### config.mk
export PLATFORM = sky130hd
export DESIGN_NAME = rtc_calendar_core
export DESIGN_NICKNAME = d
export VERILOG_FILES = /design/src/rtl/rtc_cal_pkg.sv /design/src/rtl/rtc_cal_step.sv /design/src/rtl/rtc_cal_load.sv /design/src/rtl/rtc_cal_view.sv /design/src/rtl/rtc_calendar_core.sv
export SDC_FILE = /design/constraint.sdc
export NUM_CORES = 1
export LEC_CHECK = 0
export ABC_AREA = 1
export BUFFER_PORTS_ARGS = -buffer_cell sky130_fd_sc_hd__buf_2
export CORE_ASPECT_RATIO = 1.2
export CORE_MARGIN = 1.5
export CORE_UTILIZATION = 59
export DETAILED_ROUTE_END_ITERATION = 6
export PLACE_DENSITY = 0.82
export SYNTH_ARGS = -nofsm -noshare
export SYNTH_HDL_FRONTEND = slang
export SYNTH_SLANG_ARGS = --single-unit
### constraint.sdc
create_clock -name clk_i -period 5.3 [get_ports clk_i]
set_input_delay 1.06 -clock clk_i [delete_from_list [all_inputs] [get_ports clk_i]]
set_output_delay 1.06 -clock clk_i [all_outputs]
set_load 0.01 [all_outputs]
### src/rtl/rtc_cal_pkg.sv
package rtc_cal_pkg;

  localparam int SEC_W  = 6;
  localparam int HOUR_W = 5;
  localparam int WDAY_W = 3;
  localparam int MDAY_W = 5;
  localparam int MON_W  = 4;
  localparam int YEAR_W = 7;
  localparam int BYTE_W = 8;
  localparam int VAL_W  = BYTE_W - 1;

  typedef struct packed {
    logic [YEAR_W-1:0] year;
    logic [MON_W-1:0]  mon;
    logic [MDAY_W-1:0] mday;
    logic [WDAY_W-1:0] wday;
    logic [HOUR_W-1:0] hour;
    logic [SEC_W-1:0]  min;
    logic [SEC_W-1:0]  sec;
  } rtc_time_t;

  typedef enum logic [2:0] {
    FLD_SEC  = 3'd0,
    FLD_MIN  = 3'd1,
    FLD_HOUR = 3'd2,
    FLD_WDAY = 3'd3,
    FLD_MDAY = 3'd4,
    FLD_MON  = 3'd5,
    FLD_YEAR = 3'd6,
    FLD_NONE = 3'd7
  } rtc_field_e;

  localparam rtc_time_t TIME_AT_RESET = '{
    year: 7'd0, mon: 4'd1, mday: 5'd1, wday: 3'd1,
    hour: 5'd0, min: 6'd0, sec: 6'd0
  };

  // binary 0..99 to two packed decimal digits
  function automatic logic [BYTE_W-1:0] bin2bcd(input logic [VAL_W-1:0] v);
    logic [VAL_W-1:0] tens, units;
    tens  = v / 7'd10;
    units = v - tens * 7'd10;
    return {tens[3:0], units[3:0]};
  endfunction

  // two packed decimal digits to binary
  function automatic logic [VAL_W-1:0] bcd2bin(input logic [BYTE_W-1:0] b);
    return 7'(b[7:4]) * 7'd10 + 7'(b[3:0]);
  endfunction

endpackage

### src/rtl/rtc_cal_step.sv
module rtc_cal_step
  import rtc_cal_pkg::*;
#(
  parameter int CENT_W = 8
) (
  input  rtc_time_t         cur_i,
  input  logic [CENT_W-1:0] century_i,
  output rtc_time_t         nxt_o
);

  logic              leap;
  logic [MDAY_W-1:0] month_len;
  logic              day_carry;

  // full year = century*100 + yy; 100 is a multiple of 4, so only yy==0 needs the century
  assign leap = (cur_i.year[1:0] == 2'd0) &&
                ((cur_i.year != '0) || (century_i[1:0] == 2'd0));

  always_comb begin
    case (cur_i.mon)
      4'd2:                      month_len = leap ? 5'd29 : 5'd28;
      4'd4, 4'd6, 4'd9, 4'd11:   month_len = 5'd30;
      default:                   month_len = 5'd31;
    endcase
  end

  always_comb begin
    nxt_o     = cur_i;
    day_carry = 1'b0;
    if (cur_i.sec >= 6'd59) begin
      nxt_o.sec = '0;
      if (cur_i.min >= 6'd59) begin
        nxt_o.min = '0;
        if (cur_i.hour >= 5'd23) begin
          nxt_o.hour = '0;
          day_carry  = 1'b1;
        end else begin
          nxt_o.hour = cur_i.hour + 1'b1;
        end
      end else begin
        nxt_o.min = cur_i.min + 1'b1;
      end
    end else begin
      nxt_o.sec = cur_i.sec + 1'b1;
    end

    if (day_carry) begin
      nxt_o.wday = (cur_i.wday >= 3'd7) ? 3'd1 : cur_i.wday + 1'b1;
      if (cur_i.mday >= month_len) begin
        nxt_o.mday = 5'd1;
        if (cur_i.mon >= 4'd12) begin
          nxt_o.mon  = 4'd1;
          nxt_o.year = (cur_i.year >= 7'd99) ? 7'd0 : cur_i.year + 1'b1;
        end else begin
          nxt_o.mon = cur_i.mon + 1'b1;
        end
      end else begin
        nxt_o.mday = cur_i.mday + 1'b1;
      end
    end
  end

endmodule

### src/rtl/rtc_cal_load.sv
module rtc_cal_load
  import rtc_cal_pkg::*;
(
  input  logic              clk_i,
  input  logic              rst_ni,
  input  logic              hold_i,
  input  logic              fmt_bin_i,
  input  logic              fmt_24h_i,
  input  logic              wr_en_i,
  input  logic [2:0]        wr_sel_i,
  input  logic [BYTE_W-1:0] wr_data_i,
  input  rtc_time_t         cur_i,
  output rtc_time_t         shadow_o
);

  rtc_time_t        shd_q, shd_d;
  logic [VAL_W-1:0] val, hr_raw, hr_val;
  rtc_field_e       sel;

  assign sel    = rtc_field_e'(wr_sel_i);
  assign val    = fmt_bin_i ? wr_data_i[VAL_W-1:0] : bcd2bin(wr_data_i);
  assign hr_raw = fmt_bin_i ? wr_data_i[VAL_W-1:0] : bcd2bin({1'b0, wr_data_i[VAL_W-1:0]});
  assign hr_val = (!fmt_24h_i && wr_data_i[BYTE_W-1]) ? hr_raw + 7'd12 : hr_raw;

  always_comb begin
    shd_d = shd_q;
    if (!hold_i) begin
      shd_d = cur_i;
    end else if (wr_en_i) begin
      case (sel)
        FLD_SEC:  shd_d.sec  = val[SEC_W-1:0];
        FLD_MIN:  shd_d.min  = val[SEC_W-1:0];
        FLD_HOUR: shd_d.hour = hr_val[HOUR_W-1:0];
        FLD_WDAY: shd_d.wday = val[WDAY_W-1:0];
        FLD_MDAY: shd_d.mday = val[MDAY_W-1:0];
        FLD_MON:  shd_d.mon  = val[MON_W-1:0];
        FLD_YEAR: shd_d.year = val[YEAR_W-1:0];
        default:  shd_d = shd_q;
      endcase
    end
  end

  always_ff @(posedge clk_i or negedge rst_ni) begin
    if (!rst_ni) shd_q <= TIME_AT_RESET;
    else         shd_q <= shd_d;
  end

  assign shadow_o = shd_q;

  // while held, the collected time only changes through a write
  a_r10_shadow_keep: assert property (@(posedge clk_i) disable iff (!rst_ni)
    (hold_i && !wr_en_i) |=> (shd_q == $past(shd_q)));

endmodule

### src/rtl/rtc_cal_view.sv
module rtc_cal_view
  import rtc_cal_pkg::*;
(
  input  rtc_time_t         cur_i,
  input  logic              fmt_bin_i,
  input  logic              fmt_24h_i,
  output logic [BYTE_W-1:0] sec_o,
  output logic [BYTE_W-1:0] min_o,
  output logic [BYTE_W-1:0] hour_o,
  output logic [BYTE_W-1:0] wday_o,
  output logic [BYTE_W-1:0] mday_o,
  output logic [BYTE_W-1:0] month_o,
  output logic [BYTE_W-1:0] year_o
);

  localparam int NPLAIN = 6;

  logic [VAL_W-1:0]  plain [NPLAIN];
  logic [BYTE_W-1:0] coded [NPLAIN];
  logic              pm;
  logic [VAL_W-1:0]  hr_disp;

  assign plain[0] = VAL_W'(cur_i.sec);
  assign plain[1] = VAL_W'(cur_i.min);
  assign plain[2] = VAL_W'(cur_i.wday);
  assign plain[3] = VAL_W'(cur_i.mday);
  assign plain[4] = VAL_W'(cur_i.mon);
  assign plain[5] = VAL_W'(cur_i.year);

  for (genvar g = 0; g < NPLAIN; g++) begin : g_enc
    assign coded[g] = fmt_bin_i ? {1'b0, plain[g]} : bin2bcd(plain[g]);
  end

  assign sec_o   = coded[0];
  assign min_o   = coded[1];
  assign wday_o  = coded[2];
  assign mday_o  = coded[3];
  assign month_o = coded[4];
  assign year_o  = coded[5];

  assign pm      = !fmt_24h_i && (cur_i.hour >= 5'd12);
  assign hr_disp = pm ? VAL_W'(cur_i.hour) - 7'd12 : VAL_W'(cur_i.hour);
  assign hour_o  = {pm, 7'd0} | (fmt_bin_i ? {1'b0, hr_disp} : bin2bcd(hr_disp));

endmodule

### src/rtl/rtc_calendar_core.sv
module rtc_calendar_core
  import rtc_cal_pkg::*;
#(
  parameter int CENT_W = 8
) (
  input  logic              clk_i,
  input  logic              rst_ni,
  input  logic              tick_i,
  input  logic              hold_i,
  input  logic              fmt_bin_i,
  input  logic              fmt_24h_i,
  input  logic [CENT_W-1:0] century_i,
  input  logic              wr_en_i,
  input  logic [2:0]        wr_sel_i,
  input  logic [7:0]        wr_data_i,
  output logic [7:0]        sec_o,
  output logic [7:0]        min_o,
  output logic [7:0]        hour_o,
  output logic [7:0]        wday_o,
  output logic [7:0]        mday_o,
  output logic [7:0]        month_o,
  output logic [7:0]        year_o
);

  rtc_time_t cur_q, cur_d, stepped, shadow;
  logic      hold_q;
  logic      release_evt, advance, cur_en;

  rtc_cal_step #(.CENT_W(CENT_W)) i_step (
    .cur_i     (cur_q),
    .century_i (century_i),
    .nxt_o     (stepped)
  );

  rtc_cal_load i_load (
    .clk_i     (clk_i),
    .rst_ni    (rst_ni),
    .hold_i    (hold_i),
    .fmt_bin_i (fmt_bin_i),
    .fmt_24h_i (fmt_24h_i),
    .wr_en_i   (wr_en_i),
    .wr_sel_i  (wr_sel_i),
    .wr_data_i (wr_data_i),
    .cur_i     (cur_q),
    .shadow_o  (shadow)
  );

  rtc_cal_view i_view (
    .cur_i     (cur_q),
    .fmt_bin_i (fmt_bin_i),
    .fmt_24h_i (fmt_24h_i),
    .sec_o     (sec_o),
    .min_o     (min_o),
    .hour_o    (hour_o),
    .wday_o    (wday_o),
    .mday_o    (mday_o),
    .month_o   (month_o),
    .year_o    (year_o)
  );

  assign release_evt = hold_q && !hold_i;
  assign advance     = tick_i && !hold_i;
  assign cur_en      = release_evt || advance;
  assign cur_d       = release_evt ? shadow : stepped;

  always_ff @(posedge clk_i or negedge rst_ni) begin
    if (!rst_ni) hold_q <= 1'b0;
    else         hold_q <= hold_i;
  end

  always_ff @(posedge clk_i or negedge rst_ni) begin
    if (!rst_ni)     cur_q <= TIME_AT_RESET;
    else if (cur_en) cur_q <= cur_d;
  end

  // a plain tick moves the seconds up by one when no wrap is due
  a_r2_sec_step: assert property (@(posedge clk_i) disable iff (!rst_ni)
    (tick_i && !hold_i && !hold_q && cur_q.sec < 6'd59)
      |=> (cur_q.sec == $past(cur_q.sec) + 6'd1));

  // time-of-day fields stay inside their ranges
  a_r2_tod_range: assert property (@(posedge clk_i) disable iff (!rst_ni)
    (cur_q.sec < 6'd60) && (cur_q.min < 6'd60) && (cur_q.hour < 5'd24));

  // weekday stays 1..7
  a_r3_wday_range: assert property (@(posedge clk_i) disable iff (!rst_ni)
    (cur_q.wday != 3'd0));

  // day and month stay legal
  a_r4_date_range: assert property (@(posedge clk_i) disable iff (!rst_ni)
    (cur_q.mday != 5'd0) && (cur_q.mon != 4'd0) && (cur_q.mon <= 4'd12));

  // year never leaves 0..99
  a_r6_year_range: assert property (@(posedge clk_i) disable iff (!rst_ni)
    (cur_q.year <= 7'd99));

  // the running count is frozen while hold is high
  a_r10_hold_freeze: assert property (@(posedge clk_i) disable iff (!rst_ni)
    hold_i |=> $stable(cur_q));

  // releasing hold installs the collected fields
  a_r10_release_load: assert property (@(posedge clk_i) disable iff (!rst_ni)
    (hold_q && !hold_i) |=> (cur_q == $past(shadow)));

endmodule

==> results.ini <==
[critical_path]
endpoint=hour_o[3]
startpoint_type=flop
required_ps=4240
max_stage_delay_ps=400
cp_max_fo=6
worstSetupStartpoint=cur_q[14]$_DFFE_PN0P_
worstPathArrival_ps=4080
worstSetupEndpointType=primary output
reg2reg_slack_ps=2480
r2r_start=cur_q[25]$_DFFE_PN1P_
critPathSlowestCell=dfrtp_1
reg2reg_depth=15
critPathMostFrequentCell=nand2_1
r2r_end=cur_q[31]$_DFFE_PN0P_
setup.worst_path.class=flop to primary output

[clock_tree]
numCtsBuffers=9
clk_pin_slew_worst_paths_ps=60
htreeDepth=3
clk_latency_ps=340
clock_path_buffers=2
cts-root-buf=clkbuf_16
hold_buffers=0
cts.sinks=73
cts_tree=yes

[logic_synthesis]
yosysWarnings=0
ys_top_cells_by_area=dfrtp_1, nand2_1, ha_1
yosys_register_bits=73
netlist_instances=786
yosysSeqAreaShare=0.3052
post_synth_num_cell_types=56
yosysTopAreaCellShare=0.2789
syn_area_um2=6011
synth_top_area_cell=dfrtp_1
syn_avg_cell_area_um2=7.647

[timing]
finalSetupViolations=0
slew_headroom=0.2426
final_max_slew_viol_count=0
fmax_mhz=194.7
hold_viol=0
tightestPinTransition_ps=1135
post-route-period-util=0.9693
period_minus_slack_ps=5137
skew_ps=4.512

[routing]
drcViolationCount=0
dr.pass1.iters=5
wl_per_cell_um=15.80
vias=5666
vias_per_cell=5.859
route.antenna.remaining_nets=0
route.final.wire_length_mm=15.28
drtIter0Drc=430

[placed_design]
place_hpwl_mm=11.01
placed_area_um2=6279
gp_congestion=0.9047
io_buffer_count=63

[floorplanning]
num_rows=40
die_x_um=95.14
die_h_um=113.6
core_um2=9960
start_util=0.6035
die-area_um2=10810
ios=82

[grt]
grt_max_degree=45
grt_pass1_vias=5466
overflow=0
antenna_found_initial=0
grt_pass1_wl_mm=24.91
grt_use_total=0.2943

[power]
power_density_nw_per_um2=620.7
p_leak_nw=3.270
finalPower_mw=4.167
ir_drop_mv=0.3312

[run_status]
status=finished, final reports clean

[cells_and_area]
final_cell_mix=nand2_1, inv_1, dfrtp_1
fillCellCount=852
drive_gt1_frac=0.1902
layout_commonest_cell=nand2_1
fin_area_um2=6714
layout.nets=918
syn_to_final_growth_pct=11.70
antenna-diode-count=0

[min_path]
hold_path_class=flop to flop

[run]
drv_cap=0

## state kept, by name, indices dropped and copies added (netlist names)
signal / count
cur_q: 36
i_load.shadow_o: 36
hold_q: 1
## cell type report
| class | count | area [um2] | area share |
|---|---|---|---|
| multi-input cells | 574 | 3585 | 0.5339 |
| inverters | 104 | 396.6 | 0.05908 |
| repair buffers | 74 | 397.9 | 0.05926 |
| clock buffers | 9 | 225.2 | 0.03354 |
| well taps | 126 | 157.7 | 0.02348 |
| clock inverters | 7 | 117.6 | 0.01752 |
| flip-flops and latches | 73 | 1834 | 0.2732 |
## critical path, delay by kind of cell (launching register included)
family,cells,cell delay [ps]
fa+ha+maj,5,1250
simple gates,12,1180
flops,1,400
buf+inv,5,380
compound gates,3,310
xor+xnor,1,190
## report_power, final
group | internal [mW] | switching [mW]
Clock | 0.461 | 0.251
Combinational | 0.941 | 1.48
Sequential | 0.777 | 0.259
Total | 2.18 | 1.99
## how the worst min path moves through the flow
stage,startpoint,endpoint,depth (start not counted)
2_1_floorplan,i_load.shadow_o[18]$_DFFE_PN0P_,i_load.shadow_o[18]$_DFFE_PN0P_,2
3_3_place_gp,i_load.shadow_o[3]$_DFFE_PN0P_,i_load.shadow_o[3]$_DFFE_PN0P_,2
3_5_place_dp,i_load.shadow_o[26]$_DFFE_PN0P_,i_load.shadow_o[26]$_DFFE_PN0P_,2
4_1_cts,i_load.shadow_o[26]$_DFFE_PN0P_,i_load.shadow_o[26]$_DFFE_PN0P_,2
5_1_grt,i_load.shadow_o[24]$_DFFE_PN0P_,i_load.shadow_o[24]$_DFFE_PN0P_,2
6_report,i_load.shadow_o[6]$_DFFE_PN0P_,i_load.shadow_o[6]$_DFFE_PN0P_,2
## cell usage after synthesis, drive strengths merged
library cell  count
buf              29
inv             102
nor3             11
mux2i             3
o22ai             3
ha               49
a41oi             1
a22oi            16
dfrtp            67
o31ai             3
conb              1
a31oi             6
a2111oi           1
o41ai             1
a221oi            1
o21ai            81
nor2             55
fa                7
o221ai           36
clkbuf           17
clkinv            2
or2               3
a32oi             1
nand2           185
nand4             6
o211ai            8
dfstp             6
a21oi            26
nor3b             1
a32o              2
xor2             13
nand3            29
nand3b            2
a21boi            1
nor4              1
a31o              1
xnor2             6
o21a              3
## per-layer routing
metal  vias to the layer above  routed length [um]  GRT usage  part of all wire
met4                         0                 521     0.1373             0.034
li1                       2729                   -          -                 -
met1                      2706                6206     0.3517              0.41
met3                        37                 783    0.04533             0.051
met2                       194                7767     0.5111              0.51
met5                         -                   0          0                 0
## repair_timing
action / CTS / global route
endpoints found under the hold margin: 0 / 0
endpoints found under the setup margin: 0 / 1
setup buffers: 0 / 8
resized for setup: 0 / 16
## per-stage QoR
step / setup TNS (ps) / hold slack (ps) / setup WS, ps / cells / utilization
2_1_floorplan: 0 / 453.3 / 544.5 / 797 / -
3_3_place_gp: 0 / 472.4 / 219.8 / 943 / 0.6304
3_5_place_dp: 0 / 478.8 / 43.29 / 943 / 0.6304
4_1_cts: 0 / 492.9 / 6.638 / 959 / 0.6648
5_1_grt: -77.14 / 507.3 / -77.14 / 967 / 0.6741
6_report: 0 / 491.5 / 162.7 / 967 / 0.6741
## logic make-up (layout without fill, tap and decap cells)
logic type,count (synthesis),in the layout,synth area share
xor gates and xnor gates,19,19,0.02893
muxes,3,3,0.004996
adders and majority gates,56,56,0.1253
DFF,73,73,0.3052
AOI/OAI and AO/OA,191,191,0.2088
other,1,12,0.0006239
buffers and inverters,150,194,0.1099
and+or+nand+nor,293,293,0.2163
No activity file was read; power rests on OpenSTA's default activity.
